### config.mk
export PLATFORM = sky130hd
export DESIGN_NAME = iw_chain_walker
export DESIGN_NICKNAME = d
export VERILOG_FILES = /design/src/rtl/iw_pkg.sv /design/src/rtl/iw_step_decode.sv /design/src/rtl/iw_depth_ctr.sv /design/src/rtl/iw_chain_walker.sv
export SDC_FILE = /design/constraint.sdc
export NUM_CORES = 1
export LEC_CHECK = 0
export BUFFER_PORTS_ARGS = -buffer_cell sky130_fd_sc_hd__buf_4
export CORE_AREA = 2 2 187 189
export DETAILED_ROUTE_END_ITERATION = 8
export DIE_AREA = 0 0 189 191
export GPL_TIMING_DRIVEN = 0
export PLACE_DENSITY_LB_ADDON = 0.1
export RECOVER_POWER = 50
export SYNTH_ARGS = -nofsm -noshare
export SYNTH_HDL_FRONTEND = slang
export SYNTH_SLANG_ARGS = --single-unit
### constraint.sdc
create_clock -name clk -period 7.8 [get_ports clk]
set_input_delay 1.56 -clock clk [delete_from_list [all_inputs] [get_ports clk]]
set_output_delay 1.56 -clock clk [all_outputs]
set_load 0.005 [all_outputs]
### src/rtl/iw_pkg.sv
// Package: shared constants and types for the indirect chain walker.
// Assumes 36-bit words with an 18-bit address field at [35:18] and a 6-bit tag at [5:0].
package iw_pkg;
    localparam int WORD_W  = 36;
    localparam int FLD_W   = 18;
    localparam int TAG_W   = 6;
    localparam int REG_CNT = 8;
    localparam int SEL_W   = $clog2(REG_CNT);
    localparam int FLD_LSB = WORD_W - FLD_W;

    localparam logic [TAG_W-1:0] MOD_DIRECT = 6'o43;
    localparam logic [TAG_W-1:0] MOD_BASED  = 6'o41;

    typedef enum logic [1:0] {
        MODE_STOP = 2'b00,
        MODE_MORE = 2'b01,
        MODE_BADA = 2'b10,
        MODE_BADB = 2'b11
    } tag_mode_e;

    typedef enum logic {
        ST_IDLE  = 1'b0,
        ST_FETCH = 1'b1
    } walk_state_e;
endpackage

### src/rtl/iw_step_decode.sv
// Module: iw_step_decode
// Combinational decode of one fetched pair into the next (segment, offset) step.
// Assumes the pair words are valid whenever the caller uses the outputs.
module iw_step_decode
    import iw_pkg::*;
(
    input  logic [WORD_W-1:0]        w0_i,
    input  logic [WORD_W-1:0]        w1_i,
    input  logic [FLD_W-1:0]         cur_seg_i,
    input  logic [REG_CNT*FLD_W-1:0] idx_i,
    input  logic [REG_CNT*FLD_W-1:0] base_i,
    output logic [FLD_W-1:0]         nxt_seg_o,
    output logic [FLD_W-1:0]         nxt_off_o,
    output logic                     more_o,
    output logic                     bad_o
);
    logic [FLD_W-1:0] idx_arr  [REG_CNT];
    logic [FLD_W-1:0] base_arr [REG_CNT];

    // Unpack the flattened register files.
    for (genvar k = 0; k < REG_CNT; k++) begin : g_unpack
        assign idx_arr[k]  = idx_i[k*FLD_W +: FLD_W];
        assign base_arr[k] = base_i[k*FLD_W +: FLD_W];
    end

    logic [TAG_W-1:0] mod0;
    logic [TAG_W-1:0] tag;
    logic [FLD_W-1:0] field;
    logic [FLD_W-1:0] addend;
    tag_mode_e        mode;

    assign mod0 = w0_i[TAG_W-1:0];

    // Pick the segment, address field and governing tag from the pair kind.
    always_comb begin
        if (mod0 == MOD_DIRECT) begin
            nxt_seg_o = w0_i[WORD_W-1:FLD_LSB];
            tag       = w1_i[TAG_W-1:0];
            field     = w1_i[WORD_W-1:FLD_LSB];
        end else if (mod0 == MOD_BASED) begin
            nxt_seg_o = base_arr[w0_i[FLD_LSB+SEL_W-1:FLD_LSB]];
            tag       = w1_i[TAG_W-1:0];
            field     = w1_i[WORD_W-1:FLD_LSB];
        end else begin
            nxt_seg_o = cur_seg_i;
            tag       = mod0;
            field     = w0_i[WORD_W-1:FLD_LSB];
        end
    end

    // Apply optional indexing and classify the tag mode.
    always_comb begin
        addend    = tag[SEL_W] ? idx_arr[tag[SEL_W-1:0]] : '0;
        nxt_off_o = field + addend;
        mode      = tag_mode_e'(tag[TAG_W-1:TAG_W-2]);
        more_o    = (mode == MODE_MORE);
        bad_o     = (mode == MODE_BADA) || (mode == MODE_BADB);
    end
endmodule

### src/rtl/iw_depth_ctr.sv
// Module: iw_depth_ctr
// Counts pair reads of the current walk and flags the last one allowed.
// Assumes clr and inc are never high together.
module iw_depth_ctr #(
    parameter int MAX_DEPTH = 64
) (
    input  logic clk,
    input  logic rst_n,
    input  logic clr_i,
    input  logic inc_i,
    output logic last_o
);
    localparam int CW = $clog2(MAX_DEPTH + 1);
    localparam logic [CW-1:0] LAST_VAL = CW'(MAX_DEPTH - 1);

    logic [CW-1:0] cnt_q;

    // Track reads completed in this walk.
    always_ff @(posedge clk) begin
        if (!rst_n)     cnt_q <= '0;
        else if (clr_i) cnt_q <= '0;
        else if (inc_i && !last_o) cnt_q <= cnt_q + 1'b1;
    end

    assign last_o = (cnt_q == LAST_VAL);

    a_r8_depth_bound: assert property (@(posedge clk) disable iff (!rst_n)
        cnt_q < CW'(MAX_DEPTH));
endmodule

### src/rtl/iw_chain_walker.sv
// Module: iw_chain_walker (top)
// Walks mixed chains of ordinary indirect words and direct/based pairs,
// reading even-aligned word pairs, and strobes the final segment and offset.
// Assumes memory keeps mem_w0_i/mem_w1_i valid in the cycle mem_ack_i is high.
module iw_chain_walker
    import iw_pkg::*;
#(
    parameter int MAX_DEPTH = 64
) (
    input  logic                     clk,
    input  logic                     rst_n,
    input  logic                     start_i,
    input  logic [FLD_W-1:0]         start_seg_i,
    input  logic [FLD_W-1:0]         start_off_i,
    input  logic [REG_CNT*FLD_W-1:0] idx_i,
    input  logic [REG_CNT*FLD_W-1:0] base_i,
    output logic                     mem_req_o,
    output logic [FLD_W-1:0]         mem_seg_o,
    output logic [FLD_W-1:0]         mem_off_o,
    input  logic                     mem_ack_i,
    input  logic [WORD_W-1:0]        mem_w0_i,
    input  logic [WORD_W-1:0]        mem_w1_i,
    output logic                     busy_o,
    output logic                     done_o,
    output logic                     fault_o,
    output logic [FLD_W-1:0]         res_seg_o,
    output logic [FLD_W-1:0]         res_off_o
);
    walk_state_e      state_q;
    logic [FLD_W-1:0] cur_seg_q;
    logic [FLD_W-1:0] cur_off_q;
    logic [FLD_W-1:0] nxt_seg;
    logic [FLD_W-1:0] nxt_off;
    logic             more;
    logic             bad;
    logic             last;
    logic             accept;
    logic             step;

    assign accept = (state_q == ST_IDLE) && start_i;
    assign step   = (state_q == ST_FETCH) && mem_ack_i;

    iw_step_decode u_dec (
        .w0_i      (mem_w0_i),
        .w1_i      (mem_w1_i),
        .cur_seg_i (cur_seg_q),
        .idx_i     (idx_i),
        .base_i    (base_i),
        .nxt_seg_o (nxt_seg),
        .nxt_off_o (nxt_off),
        .more_o    (more),
        .bad_o     (bad)
    );

    iw_depth_ctr #(.MAX_DEPTH(MAX_DEPTH)) u_depth (
        .clk    (clk),
        .rst_n  (rst_n),
        .clr_i  (accept),
        .inc_i  (step),
        .last_o (last)
    );

    // Sequence the walk: accept, fetch pairs, and strobe the outcome.
    always_ff @(posedge clk) begin
        if (!rst_n) begin
            state_q   <= ST_IDLE;
            cur_seg_q <= '0;
            cur_off_q <= '0;
            done_o    <= 1'b0;
            fault_o   <= 1'b0;
            res_seg_o <= '0;
            res_off_o <= '0;
        end else begin
            done_o  <= 1'b0;
            fault_o <= 1'b0;
            if (accept) begin
                cur_seg_q <= start_seg_i;
                cur_off_q <= {start_off_i[FLD_W-1:1], 1'b0};
                state_q   <= ST_FETCH;
            end else if (step) begin
                if (bad || (more && last)) begin
                    fault_o <= 1'b1;
                    state_q <= ST_IDLE;
                end else if (more) begin
                    cur_seg_q <= nxt_seg;
                    cur_off_q <= {nxt_off[FLD_W-1:1], 1'b0};
                end else begin
                    done_o    <= 1'b1;
                    res_seg_o <= nxt_seg;
                    res_off_o <= nxt_off;
                    state_q   <= ST_IDLE;
                end
            end
        end
    end

    assign mem_req_o = (state_q == ST_FETCH);
    assign mem_seg_o = cur_seg_q;
    assign mem_off_o = cur_off_q;
    assign busy_o    = (state_q != ST_IDLE);

    a_r2_even_offset: assert property (@(posedge clk) disable iff (!rst_n)
        mem_req_o |-> !mem_off_o[0]);
    a_r2_req_held: assert property (@(posedge clk) disable iff (!rst_n)
        (mem_req_o && !mem_ack_i) |=> (mem_req_o && $stable(mem_seg_o) && $stable(mem_off_o)));
    a_r10_strobe_excl: assert property (@(posedge clk) disable iff (!rst_n)
        !(done_o && fault_o));
    a_r10_after_ack: assert property (@(posedge clk) disable iff (!rst_n)
        (done_o || fault_o) |-> $past(mem_ack_i && mem_req_o));
    a_r11_ignore_busy: assert property (@(posedge clk) disable iff (!rst_n)
        (busy_o && start_i && !mem_ack_i) |=> (busy_o && $stable(mem_seg_o) && $stable(mem_off_o)));
    a_r11_accept_idle: assert property (@(posedge clk) disable iff (!rst_n)
        (!busy_o && start_i) |=> (busy_o && mem_req_o));
endmodule

==> impl_metrics.env <==
export IMPL_cts_tree="built"
export IMPL_max_cap_violations=0
export IMPL_timing_critical_path_to_type="flop"
export IMPL_ctsHtreeMaxLevel=3
export IMPL_holdPathEnd="u_depth.cnt_q[6]$_SDFFE_PP0P_"
export IMPL_area_growth_pct=61.4
export IMPL_post_synth_fa_ha_maj_area_fraction_pct=3.61
export IMPL_synth_top_family_by_area="multiplexers"
export IMPL_synthesis_area_per_instance_um2=9.23
export IMPL_place_ws_ns=1.31
export IMPL_power_leakage_nw=4.90
export IMPL_final_count_of_pins_violating_max_slew=0
export IMPL_number_of_enable_type_register_cells_in_the_synthesized_netlist=0
export IMPL_outcome="finished, final reports clean"
export IMPL_fillerInstances=3725
export IMPL_r2r_cells=8
export IMPL_ys_top_cells_by_area="dfxtp_1, mux4_2, nand2_1, mux2i_1, a21oi_1"
export IMPL_worst_ir_drop_vdd_uv=76.4
export IMPL_area_fraction_of_the_dominant_cell_type_after_synthesis_pct=23.9
export IMPL_fp_row_count=68
export IMPL_floorplan_initialDensity_pct=19.9
export IMPL_yosys_warnings=0
export IMPL_setup_violations_final=0
export IMPL_cp_data_arrival_time_ns=6.31
export IMPL_reg2reg_from="u_depth.cnt_q[0]$_SDFFE_PP0P_"
export IMPL_route_detailed_drc=0
export IMPL_grt_overflow=0
export IMPL_ys_flop_type="dfxtp_1"
export IMPL_worstSetupStartpointType="input pin"
export IMPL_ff_latch_area_mm2=0.00162
export IMPL_ctsLongestPathBuffers=2
export IMPL_grt_pass1_wl_um=54200
export IMPL_largest_area_contributor_in_the_netlist="dfxtp_1"
export IMPL_setup_worst_path_class="in2reg"
export IMPL_yosysUniqueCellTypes=61
export IMPL_fin_ws_ns=1.69
export IMPL_final_setup_tns_ns=0
export IMPL_cp_max_fo=10
export IMPL_syn_area_mm2=0.00679
export IMPL_final_nets=1611
export IMPL_maxSlewHeadroom_pct=39.7
export IMPL_power_per_cell_area_mw_per_mm2=131
export IMPL_maximum_number_of_pins_on_one_net_before_global_route_repair=13
export IMPL_worstHoldPathCells=1
export IMPL_timing_critical_path_required_ns=8.00
export IMPL_postRouteAntennaNets=0
export IMPL_synth_compound_area_share_pct=19.0
export IMPL_port_buffers=445
export IMPL_post_dp_hpwl_um=34000
export IMPL_rsz0062_at_grt="no"
export IMPL_aggregate_routed_wire_length_um=39000
export IMPL_final_min_period_over_clock_period_pct=78.3
export IMPL_layout_drive_gt1_share_pct=47.0
export IMPL_detailed_route_iter0_violations=329
export IMPL_synthSimpleGateAreaFrac_pct=16.0
export IMPL_finalClockSkew_ns=0.00710
export IMPL_antenna_found_initial=7
export IMPL_groute_usage_overall_pct=20.9
export IMPL_synth_ff_latch_count=81
export IMPL_postSynthNetCount=1155
export IMPL_p_total_mw=1.43
export IMPL_number_of_hold_buffers_added_after_cts=0
export IMPL_synth_mux_area_share_pct=30.8
export IMPL_asyncSetResetFlopFracSynth_pct=0
export IMPL_route_vias_total=7613
export IMPL_synth_seq_area_share_pct=23.9
export IMPL_finalCriticalPeriod_ns=6.11
export IMPL_tritoncts_num_buffers=9
export IMPL_routed_via_density=4.59
export IMPL_rrSetupSlack_ns=5.20
export IMPL_chipWidth_um=189
export IMPL_clkSlewWorstSetupHoldPaths_ns=0.06
export IMPL_cts_num_sinks=81
export IMPL_wl_per_cell_um=23.5
export IMPL_first_pass_detailed_route_iteration_total=5
export IMPL_min_delay_worst_type="reg2reg"
export IMPL_worst_reg2reg_path_endpoint="mem_seg_o[5]$_SDFFE_PN0P_"
export IMPL_floorplan_die_area_mm2=0.0361
export IMPL_timing_worst_slew_pin_value_ns=0.900
export IMPL_cts_repair_resized=0
export IMPL_synth_cells=736
export IMPL_clkLatencyLatePin_ns=0.34
export IMPL_max_freq_mhz=164
export IMPL_die_height_um=191
export IMPL_floorplan_core_area_mm2=0.0341
export IMPL_first_global_vias=8053
export IMPL_multi_input_comb_area_mm2=0.00488
export IMPL_yosys_area_share_xor_xnor_pct=2.58
export IMPL_critical_hold_path_startpoint="u_depth.cnt_q[6]$_SDFFE_PP0P_"
export IMPL_clockRootBuffer="clkbuf_16"
export IMPL_globalplace_congestion=0.870
export IMPL_postCtsSetupBuffers=0
export IMPL_num_io_pins=476
export IMPL_timing_final_hold_violations=0
metrics by stage:
step	instances	hold slack (ns)	util, %	area, um2
floorplan	736	0.437	-	6790
CTS	1651	0.463	32.3	11000
finish	1657	0.458	32.1	11000
detailed placement	1636	0.453	31.4	10700
global route	1657	0.484	32.1	11000
global placement	1636	0.444	31.4	10700
synth_stat cells, types with 2 or more instances:
library cell,instances
o21ai_0,34
nor2b_1,5
buf_2,15
nand2_1,109
a21o_1,8
ha_1,18
mux2_2,18
buf_4,4
dfxtp_1,81
and3_1,2
a21boi_0,23
o211a_1,13
inv_1,5
nor3b_1,9
o2111a_1,2
buf_1,4
nor3_4,2
nand4_1,5
xnor2_1,9
mux2i_1,31
nor3_1,3
nand2b_1,4
nand3_1,18
and2_1,12
a22o_1,3
a22oi_1,21
clkbuf_1,37
xor2_1,11
nor2_1,59
mux4_2,69
o21bai_1,2
o21ai_1,10
a21oi_1,57
a211oi_1,2
o211ai_1,5
metal layers:
layer  vias to the layer above  part of all wire, %  track usage (%)  wire [um]
met2                       269                   51             37.1      19800
met5                         -                0.041                0         16
met4                         2                  2.7             6.76       1060
met1                      3634                   40             24.9      15800
met3                        39                  6.0             4.70       2330
li1                       3669                    -                -          -
critical path: stages:
cell and delay, ns:
buf_4 0.13, nor3b_2 0.41, and3b_1 0.22, buf_2 0.17, mux2i_4 0.43, buf_2 0.34, mux4_2 0.33, nand2_1 0.11
a21oi_1 0.09, ha_1 0.24, inv_1 0.09, fa_1 0.22, nor2b_1 0.07, o21a_1 0.17, o21ai_0 0.22, a21oi_1 0.18
a221o_1 0.45, and4b_1 0.23, a211oi_1 0.47, o21ai_0 0.16
cell type report:
type                    count  share of cell area (%)
multi-input cells         590                    44.5
repair buffers            445                    30.0
diodes                      6                   0.137
clock buffers              12                    2.25
plain buffers              60                    2.36
well taps                 455                    5.19
clock inverters             3                   0.594
inverters                   5                   0.171
flip-flops and latches     81                    14.8
flip-flops by register name, summed over array words and instances (netlist names):
name,cells
u_depth.cnt_q,7
res_seg_o,18
mem_seg_o,18
fault_o,1
res_off_o,18
done_o,1
mem_off_o,17
busy_o,1
power breakdown:
| group | internal (mW) | switching [mW] |
|---|---|---|
| Sequential | 0.432 | 0.0140 |
| Clock | 0.288 | 0.177 |
| Combinational | 0.284 | 0.239 |
kinds of logic (layout without fill, tap and decap cells):
kind of cell	Yosys count	count (layout)
AOI/OAI and AO/OA	194	194
xor gates and xnor gates	20	20
adders and majority gates	19	19
buffers and inverters	65	525
DFF	81	81
muxes	119	119
other	1	7
and+or+nand+nor	237	237
cells in the final DEF, fill, tap and decap left out, types with 8 or more instances in the layout:
master / Yosys / layout
and2_1: 12 / 12
buf_4: 4 / 373
nand2_1: 109 / 109
a21oi_1: 57 / 57
clkbuf_16: 0 / 9
o21ai_1: 10 / 10
o211a_1: 13 / 13
mux2i_1: 31 / 31
xor2_1: 11 / 11
nor2_1: 59 / 59
a21boi_0: 23 / 23
ha_1: 18 / 18
nand3_1: 18 / 18
clkbuf_1: 37 / 53
xnor2_1: 9 / 9
buf_2: 15 / 15
o21ai_0: 34 / 34
mux2_2: 18 / 18
nor3b_1: 9 / 9
clkbuf_4: 0 / 62
a21o_1: 8 / 8
dfxtp_1: 81 / 81
a22oi_1: 21 / 21
mux4_2: 69 / 69
worst max-delay path by stage:
stage,startpoint,to,depth (start not counted)
after floorplan,mem_w0_i[3],mem_off_o[14]$_SDFFE_PN0P_,19
after global placement,mem_w0_i[3],mem_off_o[14]$_SDFFE_PN0P_,20
after detailed placement,mem_w0_i[3],res_off_o[14]$_SDFFE_PN0P_,20
after CTS,mem_w0_i[3],mem_off_o[14]$_SDFFE_PN0P_,20
after global routing,mem_w0_i[3],res_off_o[14]$_SDFFE_PN0P_,20
final,mem_w0_i[3],mem_off_o[14]$_SDFFE_PN0P_,20
Note: power is estimated with default switching activity, not from simulation.
